### config.mk
export PLATFORM = sky130hd
export DESIGN_NAME = irq_pend_select
export DESIGN_NICKNAME = d
export VERILOG_FILES = /design/src/rtl/irq_sel_pkg.sv /design/src/rtl/irq_priv_gate.sv /design/src/rtl/irq_cand_filter.sv /design/src/rtl/irq_lowest_pick.sv /design/src/rtl/irq_pend_select.sv
export SDC_FILE = /design/constraint.sdc
export NUM_CORES = 1
export LEC_CHECK = 0
export BUFFER_PORTS_ARGS = -buffer_cell sky130_fd_sc_hd__buf_2
export CAP_MARGIN = 20
export CORE_MARGIN = 2
export CORE_UTILIZATION = 36
export CTS_CLUSTER_SIZE = 14
export DETAILED_ROUTE_END_ITERATION = 12
export MAX_ROUTING_LAYER = met4
export PLACE_DENSITY = 0.77
export SLEW_MARGIN = 5
export SYNTH_ARGS = -nofsm -noshare
export SYNTH_HDL_FRONTEND = slang
export SYNTH_HIERARCHICAL = 1
export SYNTH_SLANG_ARGS = --single-unit
### constraint.sdc
create_clock -name clk -period 0.8 [get_ports clk]
set_input_delay 0 -clock clk [delete_from_list [all_inputs] [get_ports clk]]
set_output_delay 0 -clock clk [all_outputs]
set_load 0.01 [all_outputs]
### src/rtl/irq_sel_pkg.sv
package irq_sel_pkg;

  typedef enum logic [1:0] {
    PRIV_USER = 2'd0,
    PRIV_SUPV = 2'd1,
    PRIV_RSVD = 2'd2,
    PRIV_MACH = 2'd3
  } priv_e;

  // Machine-level gate: open below M, otherwise follows the global bit.
  function automatic logic mach_gate(input logic [1:0] priv, input logic gie);
    return (priv != PRIV_MACH) || gie;
  endfunction

  // Supervisor-level gate: open in U (and the reserved code), global bit in S, closed in M.
  function automatic logic supv_gate(input logic [1:0] priv, input logic gie);
    logic open_q;
    case (priv)
      PRIV_SUPV: open_q = gie;
      PRIV_MACH: open_q = 1'b0;
      default:   open_q = 1'b1;
    endcase
    return open_q;
  endfunction

endpackage

### src/rtl/irq_priv_gate.sv
module irq_priv_gate
  import irq_sel_pkg::*;
(
  input  logic [1:0] priv_i,
  input  logic       mach_gie_i,
  input  logic       supv_gie_i,
  output logic       mach_open_o,
  output logic       supv_open_o
);

  always_comb begin
    mach_open_o = mach_gate(priv_i, mach_gie_i);
    supv_open_o = supv_gate(priv_i, supv_gie_i);
  end

endmodule

### src/rtl/irq_cand_filter.sv
module irq_cand_filter #(
  parameter int NUM_IRQ = 32
) (
  input  logic [NUM_IRQ-1:0] pend_i,
  input  logic [NUM_IRQ-1:0] enab_i,
  input  logic [NUM_IRQ-1:0] deleg_i,
  input  logic               mach_open_i,
  input  logic               supv_open_i,
  output logic [NUM_IRQ-1:0] cand_o,
  output logic [NUM_IRQ-1:0] surv_o
);

  for (genvar g = 0; g < NUM_IRQ; g++) begin : g_src
    logic lvl_open;
    assign cand_o[g] = pend_i[g] & enab_i[g];
    assign lvl_open  = deleg_i[g] ? supv_open_i : mach_open_i;
    assign surv_o[g] = cand_o[g] & lvl_open;
  end

endmodule

### src/rtl/irq_lowest_pick.sv
module irq_lowest_pick #(
  parameter int NUM_IRQ = 32,
  localparam int IDX_W  = (NUM_IRQ > 1) ? $clog2(NUM_IRQ) : 1
) (
  input  logic [NUM_IRQ-1:0] surv_i,
  output logic               any_o,
  output logic [IDX_W-1:0]   idx_o
);

  always_comb begin
    any_o = |surv_i;
    idx_o = '0;
    for (int i = NUM_IRQ - 1; i >= 0; i--) begin
      if (surv_i[i]) idx_o = IDX_W'(i);
    end
  end

endmodule

### src/rtl/irq_pend_select.sv
module irq_pend_select #(
  parameter int NUM_IRQ = 32,
  localparam int IDX_W  = (NUM_IRQ > 1) ? $clog2(NUM_IRQ) : 1
) (
  input  logic               clk,
  input  logic               rst_n,
  input  logic [NUM_IRQ-1:0] pend_i,
  input  logic [NUM_IRQ-1:0] enab_i,
  input  logic [NUM_IRQ-1:0] deleg_i,
  input  logic [1:0]         priv_i,
  input  logic               mach_gie_i,
  input  logic               supv_gie_i,
  output logic               take_valid_o,
  output logic [IDX_W-1:0]   take_cause_o
);

  logic               mach_open_w;
  logic               supv_open_w;
  logic [NUM_IRQ-1:0] cand_w;
  logic [NUM_IRQ-1:0] surv_w;
  logic               any_w;
  logic [IDX_W-1:0]   idx_w;

  irq_priv_gate u_gate (
    .priv_i      (priv_i),
    .mach_gie_i  (mach_gie_i),
    .supv_gie_i  (supv_gie_i),
    .mach_open_o (mach_open_w),
    .supv_open_o (supv_open_w)
  );

  irq_cand_filter #(.NUM_IRQ(NUM_IRQ)) u_filt (
    .pend_i      (pend_i),
    .enab_i      (enab_i),
    .deleg_i     (deleg_i),
    .mach_open_i (mach_open_w),
    .supv_open_i (supv_open_w),
    .cand_o      (cand_w),
    .surv_o      (surv_w)
  );

  irq_lowest_pick #(.NUM_IRQ(NUM_IRQ)) u_pick (
    .surv_i (surv_w),
    .any_o  (any_w),
    .idx_o  (idx_w)
  );

  always_ff @(posedge clk or negedge rst_n) begin
    if (!rst_n) begin
      take_valid_o <= 1'b0;
      take_cause_o <= '0;
    end else begin
      take_valid_o <= any_w;
      take_cause_o <= any_w ? idx_w : '0;
    end
  end

endmodule

---- Word-level counts from Yosys, hierarchy flattened ----
Index checks and enable logic that the tools add are counted.
storage, ports and cells
  register bits after elaboration ......... 6
  bits in latches ......................... 0
  output and inout port bits .............. 6
  RAM bits ................................ 0
  memories ................................ 0
  ROM bits ................................ 0
cells by class
  multipliers ............................. 0
  div/mod/pow operators ................... 0
  $add $sub $neg .......................... 0
  $lt $le $gt $ge ......................... 0
  mux-type cells .......................... 66
  equality and inequality tests ........... 3
  shifts and indexed selects .............. 0
  reductions and logical operators ........ 2
  bitwise logic cells ..................... 64
operator list
  operator            count
  $mux 5              33
  $and 1x1->1         64
  $mux 1              32
  $reduce_or 32->1    1
  $eq 2x1->1 const B  1
  $eq 2x2->1 const B  1
  $ne 2x2->1 const B  1
  $pmux 1 s2          1
  $logic_or 1x1->1    1

---- Logic depth before layout (Yosys ltp) ----
  word-level depth ........................ 37
  gate-level depth with buffers ........... 11
  depth with buffers taken out ............ 10

---- Modules after synthesis ----
The synthesis kept the hierarchy.
by module, submodules not included
  module           instances  area an instance (um^2)  cells an instance
  irq_cand_filter  1          777.0                    102
  irq_lowest_pick  1          385.4                    65
  irq_pend_select  1          181.4                    11
  irq_priv_gate    1          20.0                     3

---- Least setup slack after synthesis ----
OpenSTA, ideal clock, no wires.
  path kind ............................... in2reg
  start point ............................. input port mach_gie_i
  end point ............................... register take_cause_o[1]
  arrival ................................. 1676 ps
  stages .................................. 8
  setup slack ............................. -995 ps
  library setup time ...................... 119 ps
  path through ............................ nand3b_1 -> buf_4 -> mux2i_1 -> nor2b_1 -> or4_4 -> nor3_2 -> nand4_1 -> and2_1
between the ends
  elaborated cells on any way between the ends .. 99
RTL lines
  item                  RTL line               source
  from (decl)           irq_pend_select.sv:11  input logic mach_gie_i,
  $logic_or 1x1->1      irq_sel_pkg.sv:12      return (priv != PRIV_MACH) || gie;
  $mux 1                irq_cand_filter.sv:16  assign lvl_open = deleg_i[g] ? supv_open_i : mach_open_i;
  $and 1x1->1           irq_cand_filter.sv:17  assign surv_o[g] = cand_o[g] & lvl_open;
  net surv_w[19]        irq_pend_select.sv:20  logic [NUM_IRQ-1:0] surv_w;
  $reduce_or 32->1      irq_lowest_pick.sv:11  any_o = |surv_i;
  net any_w             irq_pend_select.sv:21  logic any_w;
  $mux 5                irq_pend_select.sv:54  take_cause_o <= any_w ? idx_w : '0;
  to (signal assigned)  irq_pend_select.sv:54
  to (decl)             irq_pend_select.sv:14  output logic [IDX_W-1:0] take_cause_o
The timed path passes the listed nets, and every way through them passes these cells.

---- Worst setup path after layout ----
  start point ............................. input port mach_gie_i
  end point ............................... register take_cause_o[3]
between the ends
  elaborated cells on any way between the ends .. 99
RTL lines
  item              RTL line               source
  $logic_or 1x1->1  irq_sel_pkg.sv:12
  net mach_open_w   irq_pend_select.sv:17  logic mach_open_w;
  $mux 1            irq_cand_filter.sv:16
  $and 1x1->1       irq_cand_filter.sv:17
  net surv_w[17]    irq_pend_select.sv:20
  $reduce_or 32->1  irq_lowest_pick.sv:11
  net any_w         irq_pend_select.sv:21
  $mux 5            irq_pend_select.sv:54
The timed path passes the listed nets, and every way through them passes these cells.

==> run_results.csv <==
group,metric,value,unit
route,drtAntennaViolNets,0,
logic_synthesis,synthArstFlopShare,100,%
setup_path,crit_required,0.90,ns
placement,place_inst,359,
setup_path,setup.worst_path.end_class,"register",
route,routed_wire_length_per_instance,10.6,um
global_route,grt_start_max_net_pins,33,
setup_path,path_class,"in -> reg",
clocking,clk_transition_reported_paths,0.03,ns
cells_and_area,seqCellArea,150,sq um
route,vias_per_cell,4.86,
die,die_area,4300,sq um
cells_and_area,post_layout_nonfiller_instances,365,
placement,place_congestion,0.926,
die,dieWidth,65.6,um
pwr,switchingPower,595,uW
placement,preCtsSetupSlack,-1.24,ns
logic_synthesis,synthDistinctLibCells,30,
clocking,cts_buffer_depth,2,
die,floorplan.initialDensity,37.3,%
setup_path,cp_max_fo,32,
global_route,grt_antenna_before_repair,0,
pwr,power_leakage,1.22,nW
route,number_of_drc_violations_after_detailed_routing,0,
sta,final-hold-violation-count,0,
global_route,leftover_overflow_at_the_end_of_global_routing,0,
cells_and_area,n_antenna_cell,0,
outcome,violations,"setup timing",
placement,detailed_place_hpwl,3310,um
sta,setup_repair_after_global_routing_missed_its_margin,"true",
sta,hold_ws,0.139,ns
setup_path,crit_arrival,1.85,ns
setup_path,slowest_delay,0.57,ns
logic_synthesis,yosys_warnings,6,
route,drt-initial-drc-count,42,
sta,finalCritPeriodShare,218,%
global_route,grt_first_pass_wirelength,6320,um
logic_synthesis,synth_seq_cells,6,
pwr,intPower,1.32,mW
sta,tightest_slew,0.340,ns
cells_and_area,layout.cells.most_common,"sky130_fd_sc_hd__buf_2",
global_route,grtUsageTotal,18.5,%
die,site_rows,22,
cells_and_area,final_nets,421,
pwr,vdd_drop_max,332,uV
sta,max_clock_freq,0.574,GHz
logic_synthesis,synth_fp_nets,283,
sta,period_needed,1.74,ns
setup_path,number_of_buffer_and_inverter_stages_on_the_critical_path,2,
die,die-height,65.6,um
setup_path,type_of_element_launching_the_critical_path,"input pin",
pwr,power.share.sequential,18.1,%
outcome,status,"finished with violations",
sta,final_setup_vio_count,6,
sta,postLayoutSetupSlackWorst,-0.944,ns
cells_and_area,number_of_inserted_filler_cells_in_the_final_layout,348,
setup_path,worst_setup_path_startpoint,"mach_gie_i",
pwr,power-per-cell-area,849,nW/um^2
cells_and_area,layout_common_cells,"sky130_fd_sc_hd__buf_2 (106), sky130_fd_sc_hd__and2_1 (38), sky130_fd_sc_hd__mux2i_1 (32), sky130_fd_sc_hd__nor2b_1 (32), sky130_fd_sc_hd__buf_4 (29)",
cells_and_area,drive_above_1_share,47.6,%
placement,numPortBuffers,107,
pwr,power.clock.fraction,22.6,%
clocking,tritoncts,"done",
clocking,cts_buffers,3,
clocking,clk_root_buffer_cell,"sky130_fd_sc_hd__clkbuf_8",
pwr,pwr-share-comb,59.3,%
cells_and_area,multiInputGateArea,1170,sq um
logic_synthesis,syn_area,1360,sq um
die,ioPinCount,108,
setup_path,critPathTopFamily,"simple AND/OR/NAND/NOR gates",
cells_and_area,syn_to_final_growth,65.2,%
run,drv_cap,0,
clocking,htree_num_levels,1,
die,core_area,3660,sq um
logic_synthesis,synth-edff-count,0,
logic_synthesis,synth_ff_type,"sky130_fd_sc_hd__dfrtp_1",
route,num_vias,1773,
logic_synthesis,post_synthesis_mean_instance_area,7.53,sq um
route,detail_route.first_pass.iterations,4,
logic_synthesis,synthCells,181,
worst_hold_path,holdCritPathClass,"in -> async",
setup_path,cpMaxStageDelayCell,"sky130_fd_sc_hd__or4_4",
clocking,clk_sink_count,6,
logic_synthesis,sequential_area_share_after_synthesis,11.0,%
sta,finalMaxSlewViolations,0,
pwr,p_sw_share,31.1,%
route,detailed_route_wl,3870,um
setup_path,cells_traversed_along_the_worst_timing_path,"buf_6 > nand3b_1 > buf_12 > mux2i_1 > nor2b_1 > or4_4 > nor3_4 > nand4_1 > and2_1",
global_route,first_global_vias,1713,
sta,timing.slew.headroom,76.7,%
==> power by group through the flow <==
stage | clock network (mW) | logic, mW | registers [mW]
5_1_grt | 0.450 | 1.27 | 0.349
3_5_place_dp | 0 | 1.08 | 0.351
3_3_place_gp | 0 | 1.06 | 0.349
6_report | 0.432 | 1.13 | 0.347
2_1_floorplan | 0 | 0.561 | 0.373
4_1_cts | 0.449 | 1.12 | 0.347
==> cell usage after synthesis (3+ instances only) <==
| library cell | number | area share [%] |
|---|---|---|
| sky130_fd_sc_hd__and2_1 | 38 | 17 |
| sky130_fd_sc_hd__nor2b_1 | 33 | 15 |
| sky130_fd_sc_hd__mux2i_1 | 32 | 23 |
| sky130_fd_sc_hd__nor2_1 | 10 | 2.8 |
| sky130_fd_sc_hd__a21oi_1 | 7 | 2.6 |
| sky130_fd_sc_hd__inv_1 | 7 | 1.9 |
| sky130_fd_sc_hd__nor4_1 | 7 | 3.2 |
| sky130_fd_sc_hd__dfrtp_1 | 6 | 11 |
| sky130_fd_sc_hd__nor3_1 | 5 | 1.8 |
| sky130_fd_sc_hd__o31ai_1 | 4 | 2.2 |
| sky130_fd_sc_hd__buf_4 | 3 | 1.7 |
| sky130_fd_sc_hd__buf_6 | 3 | 2.5 |
| sky130_fd_sc_hd__nand2_1 | 3 | 0.83 |
==> path summary, 6_finish.rpt <==
kind | to | slack, ns | cells past startpoint
worst max-delay path | take_cause_o[3]$_DFF_PN0_ | -0.94 | 9
worst min-delay path | take_cause_o[2]$_DFF_PN0_ | 0.14 | 2
max in group asynchronous | take_cause_o[1]$_DFF_PN0_ | 0.53 | 2
min in group clk | take_cause_o[0]$_DFF_PN0_ | 0.46 | 6
==> registers in the layout (all words and copies together) (netlist names) <==
signal and cells:
take_valid_o 1, take_cause_o 5
==> area by class of cell <==
class / instances / share of cell area [%]
well taps: 48 / 2.67
flip-flops and latches: 6 / 6.66
multi-input cells: 162 / 51.7
repair buffers: 139 / 35.9
inverters: 7 / 1.17
clock buffers: 3 / 1.83
==> stage by stage <==
| step | power, mW | cell area, sq um | utilization [%] | setup TNS (ns) |
|---|---|---|---|---|
| floorplan | 0.934 | 1370 | - | -5.62 |
| global placement | 1.41 | 2150 | 58.6 | -6.76 |
| detailed placement | 1.44 | 2150 | 58.6 | -7.28 |
| CTS | 1.92 | 2230 | 60.8 | -5.39 |
| global route | 2.07 | 2250 | 61.6 | -6.46 |
| finish | 1.91 | 2250 | 61.6 | -5.61 |
==> layer usage <==
metal,vias to the layer above,part of all wire [%],wire length (um),global-route usage (%)
met5,-,0,0,-
met4,0,1.6,63,7.03
met3,6,5.7,221,1.37
met2,60,56,2150,38.0
met1,795,37,1440,17.7
li1,912,-,-,-
==> kinds of logic (layout without fill, tap and decap cells) <==
logic type	count (synthesis)	in the layout	share of synthesized area (%)
and+or+nand+nor	107	107	47.9
muxes	32	32	23.5
AOI/OAI and AO/OA	23	23	11.6
buffers and inverters	13	149	6.06
DFF	6	6	11.0
==> timing repair <==
action | CTS | global route
setup buffers | 1 | 1
endpoints found under the hold margin | 6 | 0
cloned | 0 | 0
pin swaps | 3 | 3
hold buffers | 1 | 0
gates resized for setup | 5 | 3
setup endpoints to repair | 6 | 6
Power figures use the tool's default switching activity.
